===== config.mk =====
export PLATFORM = sky130hd
export DESIGN_NAME = vcx_unit
export DESIGN_NICKNAME = d
export VERILOG_FILES = /design/src/rtl/vcx_pkg.sv /design/src/rtl/vcx_prefix.sv /design/src/rtl/vcx_permute.sv /design/src/rtl/vcx_outreg.sv /design/src/rtl/vcx_unit.sv
export SDC_FILE = /design/constraint.sdc
export NUM_CORES = 2
export LEC_CHECK = 0
export BUFFER_PORTS_ARGS = -buffer_cell sky130_fd_sc_hd__buf_4
export CAP_MARGIN = 20
export CORE_ASPECT_RATIO = 1.5
export CORE_MARGIN = 2
export CORE_UTILIZATION = 35
export DETAILED_ROUTE_END_ITERATION = 7
export MAX_ROUTING_LAYER = met4
export PLACE_DENSITY_LB_ADDON = 0.08
export SLEW_MARGIN = 20
export SYNTH_ARGS = -nofsm -noshare
export SYNTH_HDL_FRONTEND = slang
export SYNTH_SLANG_ARGS = --single-unit
export TNS_END_PERCENT = 50

===== constraint.sdc =====
create_clock -name clk -period 2.02 [get_ports clk]
set_clock_uncertainty 0.05 [all_clocks]
set_input_delay 0.404 -clock clk [delete_from_list [all_inputs] [get_ports clk]]
set_output_delay 0.404 -clock clk [all_outputs]
set_load 0.01 [all_outputs]

===== src/rtl/vcx_pkg.sv =====
package vcx_pkg;
  typedef enum logic {
    VCX_PACK   = 1'b0,
    VCX_SPREAD = 1'b1
  } vcx_mode_e;
endpackage


===== src/rtl/vcx_prefix.sv =====
module vcx_prefix #(
  parameter int N  = 8,
  parameter int CW = $clog2(N + 1)
) (
  input  logic [N-1:0]    mask,
  output logic [N*CW-1:0] rank,
  output logic [CW-1:0]   total
);
  function automatic logic [CW-1:0] bump(input logic [CW-1:0] acc, input logic bit_in);
    return acc + {{(CW-1){1'b0}}, bit_in};
  endfunction

  always_comb begin
    logic [CW-1:0] acc;
    acc = '0;
    rank = '0;
    for (int i = 0; i < N; i++) begin
      rank[i*CW +: CW] = acc;
      acc = bump(acc, mask[i]);
    end
    total = acc;
  end
endmodule


===== src/rtl/vcx_permute.sv =====
module vcx_permute
  import vcx_pkg::*;
#(
  parameter int N  = 8,
  parameter int W  = 32,
  parameter int CW = $clog2(N + 1)
) (
  input  vcx_mode_e        mode,
  input  logic [N-1:0]     mask,
  input  logic [N*W-1:0]   data,
  input  logic [N*W-1:0]   pass,
  input  logic [N*CW-1:0]  rank,
  output logic [N*W-1:0]   result
);
  logic [N*W-1:0] packed_v;
  logic [N*W-1:0] spread_v;

  always_comb begin
    packed_v = '0;
    for (int i = 0; i < N; i++) begin
      if (mask[i]) packed_v[int'(rank[i*CW +: CW])*W +: W] = data[i*W +: W];
    end
  end

  for (genvar g = 0; g < N; g++) begin : g_lane
    logic [CW-1:0] src;
    assign src = rank[g*CW +: CW];
    assign spread_v[g*W +: W] = mask[g] ? data[int'(src)*W +: W] : pass[g*W +: W];
  end

  assign result = (mode == VCX_SPREAD) ? spread_v : packed_v;
endmodule


===== src/rtl/vcx_outreg.sv =====
module vcx_outreg #(
  parameter int PW = 8
) (
  input  logic          clk,
  input  logic          rst_n,
  input  logic          in_valid,
  output logic          in_ready,
  input  logic [PW-1:0] d,
  output logic          out_valid,
  input  logic          out_ready,
  output logic [PW-1:0] q
);
  logic valid_q;
  logic take;

  assign in_ready  = !valid_q || out_ready;
  assign take      = in_valid && in_ready;
  assign out_valid = valid_q;

  always_ff @(posedge clk or negedge rst_n) begin
    if (!rst_n) begin
      valid_q <= 1'b0;
      q       <= '0;
    end else begin
      if (take) begin
        valid_q <= 1'b1;
        q       <= d;
      end else if (out_ready) begin
        valid_q <= 1'b0;
      end
    end
  end

  a_r6_result_next: assert property (@(posedge clk) disable iff (!rst_n)
    take |=> out_valid);
  a_r7_hold: assert property (@(posedge clk) disable iff (!rst_n)
    (out_valid && !out_ready) |=> (out_valid && $stable(q)));
  a_r7_block: assert property (@(posedge clk) disable iff (!rst_n)
    (out_valid && !out_ready) |-> !in_ready);
endmodule


===== src/rtl/vcx_unit.sv =====
module vcx_unit
  import vcx_pkg::*;
#(
  parameter int N  = 8,
  parameter int W  = 32,
  localparam int CW = $clog2(N + 1)
) (
  input  logic           clk,
  input  logic           rst_n,
  input  logic           in_valid,
  output logic           in_ready,
  input  logic           in_mode,
  input  logic [N-1:0]   in_mask,
  input  logic [N*W-1:0] in_data,
  input  logic [N*W-1:0] in_pass,
  output logic           out_valid,
  input  logic           out_ready,
  output logic [N*W-1:0] out_data,
  output logic [CW-1:0]  out_count
);
  localparam int PW = 1 + CW + N * W;

  vcx_mode_e       mode;
  logic [N*CW-1:0] rank;
  logic [CW-1:0]   total;
  logic [N*W-1:0]  result;
  logic [PW-1:0]   payload_d;
  logic [PW-1:0]   payload_q;
  logic            mode_q;
  logic            tail_dirty;
  logic            accept;

  assign mode = vcx_mode_e'(in_mode);

  vcx_prefix #(.N(N), .CW(CW)) u_prefix (
    .mask(in_mask), .rank(rank), .total(total)
  );

  vcx_permute #(.N(N), .W(W), .CW(CW)) u_permute (
    .mode(mode), .mask(in_mask), .data(in_data), .pass(in_pass),
    .rank(rank), .result(result)
  );

  assign payload_d = {in_mode, total, result};

  vcx_outreg #(.PW(PW)) u_outreg (
    .clk(clk), .rst_n(rst_n), .in_valid(in_valid), .in_ready(in_ready),
    .d(payload_d), .out_valid(out_valid), .out_ready(out_ready), .q(payload_q)
  );

  assign mode_q    = payload_q[PW-1];
  assign out_count = payload_q[N*W +: CW];
  assign out_data  = payload_q[N*W-1:0];
  assign accept    = in_valid && in_ready;

  always_comb begin
    tail_dirty = 1'b0;
    for (int j = 0; j < N; j++) begin
      if (j >= int'(out_count) && out_data[j*W +: W] != '0) tail_dirty = 1'b1;
    end
  end

  a_r2_tail_clear: assert property (@(posedge clk) disable iff (!rst_n)
    (out_valid && mode_q == 1'b0) |-> !tail_dirty);
  a_r5_count: assert property (@(posedge clk) disable iff (!rst_n)
    accept |=> (out_count == $past(CW'($countones(in_mask)))));
  a_r5_bound: assert property (@(posedge clk) disable iff (!rst_n)
    out_valid |-> (int'(out_count) <= N));
endmodule


==> results of run 1 <==
## repair_timing
item,CTS
hold buffers,2
hold endpoints to repair,28
gates cloned,10
resized for setup,233
pin swaps,76
buffers inserted,39
setup endpoints to repair,260
## cells by family after synthesis
group	share of synthesized area [%]
multiplexers	24.21
adder cells (fa/ha/maj)	0.7743
XOR/XNOR	0.6831
buffers and inverters	8.829
AND/OR/NAND/NOR	16.48
AO/OA/AOI/OAI	32.59
flip-flops	16.43
## metrics by stage
stage / hold slack, ps / std cells / area (µm²) / setup TNS [ps] / setup WS (ps)
after CTS: 9.180 / 8439 / 62390 / -589270 / -2482
after detailed placement: 380.2 / 8337 / 59740 / -850890 / -3810
after floorplan: 58.41 / 5189 / 40390 / -906490 / -3881
after global placement: 374.6 / 8337 / 59740 / -831620 / -3767
## metal layers
layer | GRT overflow | GRT usage [%]
met3 | 1 | 46.10
met5 | - | -
met4 | 0 | 71.01
met2 | 1 | 88.89
met1 | 0 | 71.14
==> impl_metrics.json, run 1 <==
{
  "floorplan.io_pins": 787,
  "postSynthNetCount": 5738,
  "yosys_warnings": 0,
  "synthesis.instances": 5189,
  "initial_utilization_pct": 35.24,
  "die_h_um": 416.7,
  "cell_area_after_synthesis_mm2": 0.03975,
  "clk_path_buf_depth": 3,
  "synth.most_common_cell": "sky130_fd_sc_hd__nand2_1",
  "place.gp.congestion": 1.187,
  "cts_buffers": 31,
  "synth-edff-count": 0,
  "io_buffer_count": 786,
  "cts_num_sinks": 261,
  "error_message": "[ERROR GRT-0232] Routing congestion too high. Check the congestion heatmap in the GUI.",
  "die_w_um": 279.2,
  "track_usage_pct": 70.80,
  "status": "did not finish",
  "async_flop_share_pct": 100.0,
  "post_synth_top_flop": "sky130_fd_sc_hd__dfrtp_1",
  "dp_hpwl_mm": 308.2,
  "post-synth-top-area-cell": "sky130_fd_sc_hd__dfrtp_1",
  "synth_top_area_share_pct": 16.43,
  "synthesis.area_per_instance_um2": 7.661,
  "htree_levels": 1,
  "maximum_number_of_pins_on_one_net_before_global_route_repair": 100,
  "lastStage": "5_1_grt",
  "ys_ff_latch": 261,
  "overflow": 2,
  "seq_area_frac_synth_pct": 16.43,
  "placement_rows": 151,
  "ys_top_cells_by_area": "sky130_fd_sc_hd__dfrtp_1, sky130_fd_sc_hd__mux4_2, sky130_fd_sc_hd__mux2i_1, sky130_fd_sc_hd__nand2_1, sky130_fd_sc_hd__clkbuf_1",
  "most_numerous_cell_types_in_the_synthesized_netlist": "sky130_fd_sc_hd__nand2_1, sky130_fd_sc_hd__clkbuf_1, sky130_fd_sc_hd__a21oi_1",
  "cts-root-buf": "sky130_fd_sc_hd__clkbuf_16",
  "yosys.cell_types.count": 95
}
==> inputs of run 2 (changes only) <==
--- a/config.mk
+++ b/config.mk
@@ -7,12 +7,10 @@
 export LEC_CHECK = 0
 export BUFFER_PORTS_ARGS = -buffer_cell sky130_fd_sc_hd__buf_4
 export CAP_MARGIN = 20
-export CORE_ASPECT_RATIO = 1.5
 export CORE_MARGIN = 2
-export CORE_UTILIZATION = 35
+export CORE_UTILIZATION = 20
 export DETAILED_ROUTE_END_ITERATION = 7
-export MAX_ROUTING_LAYER = met4
-export PLACE_DENSITY_LB_ADDON = 0.08
+export PLACE_DENSITY_LB_ADDON = 0.15
 export SLEW_MARGIN = 20
 export SYNTH_ARGS = -nofsm -noshare
 export SYNTH_HDL_FRONTEND = slang
==> constraint.sdc (replaced) <==
create_clock -name clk -period 2.6 [get_ports clk]
set_clock_uncertainty 0.05 [all_clocks]
set_input_delay 0.52 -clock clk [delete_from_list [all_inputs] [get_ports clk]]
set_output_delay 0.52 -clock clk [all_outputs]
set_load 0.01 [all_outputs]
==> run 2 against run 1 <==
  * The flow now finishes, with violations (design-rule violations, negative setup slack)
  * Area after synthesis is the same
  * Synthesized cell count is the same
==> impl_metrics.json, run 2 <==
{
  "ys_ff_latch": 261,
  "yosys.cell_types.count": 95,
  "antenna_violating_nets_post_route": 0,
  "initial_utilization_pct": 20.14,
  "slew_violations": 0,
  "most_common_cell_after_layout_fill_and_taps_aside": "sky130_fd_sc_hd__buf_4",
  "floorplan.io_pins": 787,
  "maximum_number_of_pins_on_one_net_before_global_route_repair": 93,
  "clk_latency_ps": 640,
  "finalHoldViolations": 0,
  "maxcap_violations": 0,
  "route.detailed.drc": 1,
  "htree_levels": 2,
  "place.gp.congestion": 0.9951,
  "fmax_mhz": 205.6,
  "flow.area_growth_from_synthesis_pct": 54.60,
  "post-route-min-period_ps": 4863,
  "synthesis.area_per_instance_um2": 7.661,
  "worstPathArrival_ps": 5390,
  "io_buffer_count": 786,
  "largest_register_ffs": 260,
  "ys_top_cells_by_area": "sky130_fd_sc_hd__dfrtp_1, sky130_fd_sc_hd__mux4_2, sky130_fd_sc_hd__mux2i_1, sky130_fd_sc_hd__nand2_1, sky130_fd_sc_hd__clkbuf_1",
  "post-synth-top-area-cell": "sky130_fd_sc_hd__dfrtp_1",
  "start_kind": "input pin",
  "post-route-period-util_pct": 187.0,
  "die_w_um": 449.8,
  "drt_first_pass_iters": 8,
  "critical_path.max_fanout": 5,
  "stdcell_count": 9188,
  "rsz0062_at_grt": "true",
  "synth_top_area_share_pct": 16.43,
  "post-layout-total-power_mw": 44.15,
  "async_flop_share_pct": 100.0,
  "yosys_warnings": 0,
  "critical_path_required_ps": 3120,
  "route.vias.total": 56130,
  "postSynthNetCount": 5738,
  "synth.most_common_cell": "sky130_fd_sc_hd__nand2_1",
  "cts-root-buf": "sky130_fd_sc_hd__clkbuf_16",
  "worstMarginPinSlew_ps": 1241,
  "worst_slew_margin_rel_pct": 17.25,
  "grt_first_pass_wirelength_mm": 501.4,
  "tritoncts": "built",
  "dieArea_mm2": 0.2023,
  "pwr_density_cell_mw_per_mm2": 718.4,
  "vdd.ir_drop.worst_v": 0.0004834,
  "cts_buffers": 43,
  "synthesis.instances": 5189,
  "drt_iter0_markers": 6638,
  "layout.filler_cells": 21470,
  "synth-edff-count": 0,
  "clkTransAtPathRegs_ps": 60,
  "clk_path_buf_depth": 3,
  "cts_num_sinks": 261,
  "antenna_found_initial": 32,
  "layout-drive-gt1-share_pct": 42.77,
  "cell_area_after_synthesis_mm2": 0.03975,
  "routed_via_density": 6.109,
  "most_numerous_cell_types_in_the_synthesized_netlist": "sky130_fd_sc_hd__nand2_1, sky130_fd_sc_hd__clkbuf_1, sky130_fd_sc_hd__a21oi_1",
  "placement_rows": 163,
  "overflow": 0,
  "design.final.nets": 7040,
  "dp_hpwl_mm": 293.9,
  "p_leak_nw": 24.98,
  "finalSetupViolCount": 260,
  "failed_checks": "design-rule violations, negative setup slack",
  "die_h_um": 449.8,
  "first_global_vias": 54500,
  "worstSetupPathType": "input pin to register",
  "post_synth_top_flop": "sky130_fd_sc_hd__dfrtp_1",
  "setup_ws_ps": -2263,
  "status": "complete, but fails checks",
  "final_cell_mix": "sky130_fd_sc_hd__buf_4, sky130_fd_sc_hd__nand2_1, sky130_fd_sc_hd__a21oi_1",
  "final_core_util_pct": 31.13,
  "largest-register": "u_outreg.q",
  "avgRoutedWirePerCell_um": 41.54,
  "seq_area_frac_synth_pct": 16.43,
  "dp.cells": 8981,
  "totalWireLength_mm": 381.6,
  "holdCritPathClass": "input pin to register",
  "track_usage_pct": 35.98,
  "timing.critical_path.to_type": "register",
  "pre_cts_slack_ps": -3258,
  "fp.coreArea_mm2": 0.1974
}
run 2: path summary, 6_finish.rpt:
check / cells after the start / from / end / slack, ps
min: 2 / in_valid / u_outreg.out_valid / 50
min reg2reg: 2 / u_outreg.q[20] / u_outreg.q[20] / 430
min in group asynchronous: 2 / rst_n / u_outreg.q[143] / 300
max reg2reg: 9 / u_outreg.out_valid / u_outreg.q[57] / 210
max: 23 / in_mask[0] / u_outreg.q[250] / -2260
max in group asynchronous: 3 / rst_n / u_outreg.q[35] / 1400
run 2: critical path, stage by stage:
cell and delay [ps]:
sky130_fd_sc_hd__buf_12 120, sky130_fd_sc_hd__fa_4 880, sky130_fd_sc_hd__ha_4 230, sky130_fd_sc_hd__ha_4 170, sky130_fd_sc_hd__ha_4 240, sky130_fd_sc_hd__ha_4 290
sky130_fd_sc_hd__ha_4 130, sky130_fd_sc_hd__xor3_1 240, sky130_fd_sc_hd__xnor3_2 290, sky130_fd_sc_hd__nor2_4 140, sky130_fd_sc_hd__ha_4 210, sky130_fd_sc_hd__and3b_2 300
sky130_fd_sc_hd__and3_4 220, sky130_fd_sc_hd__nand4_1 130, sky130_fd_sc_hd__a21oi_4 60, sky130_fd_sc_hd__nor3_4 330, sky130_fd_sc_hd__buf_12 170, sky130_fd_sc_hd__buf_6 100
sky130_fd_sc_hd__buf_6 90, sky130_fd_sc_hd__buf_6 100, sky130_fd_sc_hd__o21ai_2 40, sky130_fd_sc_hd__a32oi_1 180, sky130_fd_sc_hd__o221a_2 190
run 2: cells by family (layout without fill, tap and decap cells):
| logic type | after synthesis | count (layout) | synth area share, % |
|---|---|---|---|
| adders and majority gates | 24 | 24 | 0.7743 |
| muxes | 600 | 600 | 24.21 |
| other | 0 | 25 | 0 |
| AOI/OAI and AO/OA | 1903 | 1903 | 32.59 |
| DFF | 261 | 261 | 16.43 |
| buffers and inverters | 883 | 2215 | 8.829 |
| xor gates and xnor gates | 17 | 17 | 0.6831 |
| and+or+nand+nor | 1501 | 1503 | 16.48 |
run 2: per-layer routing:
layer | part of all wire, % | vias up | track usage (%) | routed length (µm)
met3 | 7.2 | 1192 | 5.756 | 27630
met2 | 46 | 3820 | 58.49 | 175200
li1 | - | 22600 | - | -
met4 | 10 | 8 | 30.77 | 39630
met5 | 0.015 | - | 0 | 59
met1 | 36 | 28510 | 41.24 | 139100
run 2: where the power goes:
part	leakage, nW	internal [mW]	switching (mW)
clock	0.707	3.68	2.79
sequential	3.17	5.09	1.17
combinational	21.1	13.0	18.4
total	25.0	21.8	22.4
run 2: final cells by class:
class	instances	area, µm²	share of cell area (%)
Multi-Input combinational cell	4047	32020	52.10
Antenna cell	25	62.56	0.1018
Timing Repair Buffer	2010	17600	28.64
Tap cell	2640	3303	5.375
Inverter	128	485.5	0.7900
Clock buffer	51	1157	1.883
Clock inverter	26	294.0	0.4784
Sequential cell	261	6531	10.63
run 2: metrics by stage:
stage / TNS [ps] / cell area, µm² / hold slack [ps]
2_1_floorplan: -785850 / 40390 / 174.4
3_3_place_gp: -767750 / 56730 / 391.7
3_5_place_dp: -779820 / 56730 / 390.6
4_1_cts: -500950 / 60580 / 27.31
5_1_grt: -545790 / 61440 / 60.38
6_report: -527630 / 61460 / 49.76
run 2: what timing repair did:
item / in CTS / in global routing
resized for setup: 308 / 151
cloned: 20 / 3
setup endpoints to repair: 260 / 260
pin swaps: 130 / 96
hold endpoints to repair: 13 / 0
buffers inserted: 67 / 49
hold buffers: 1 / 0
(Power assumes the default switching activity.)
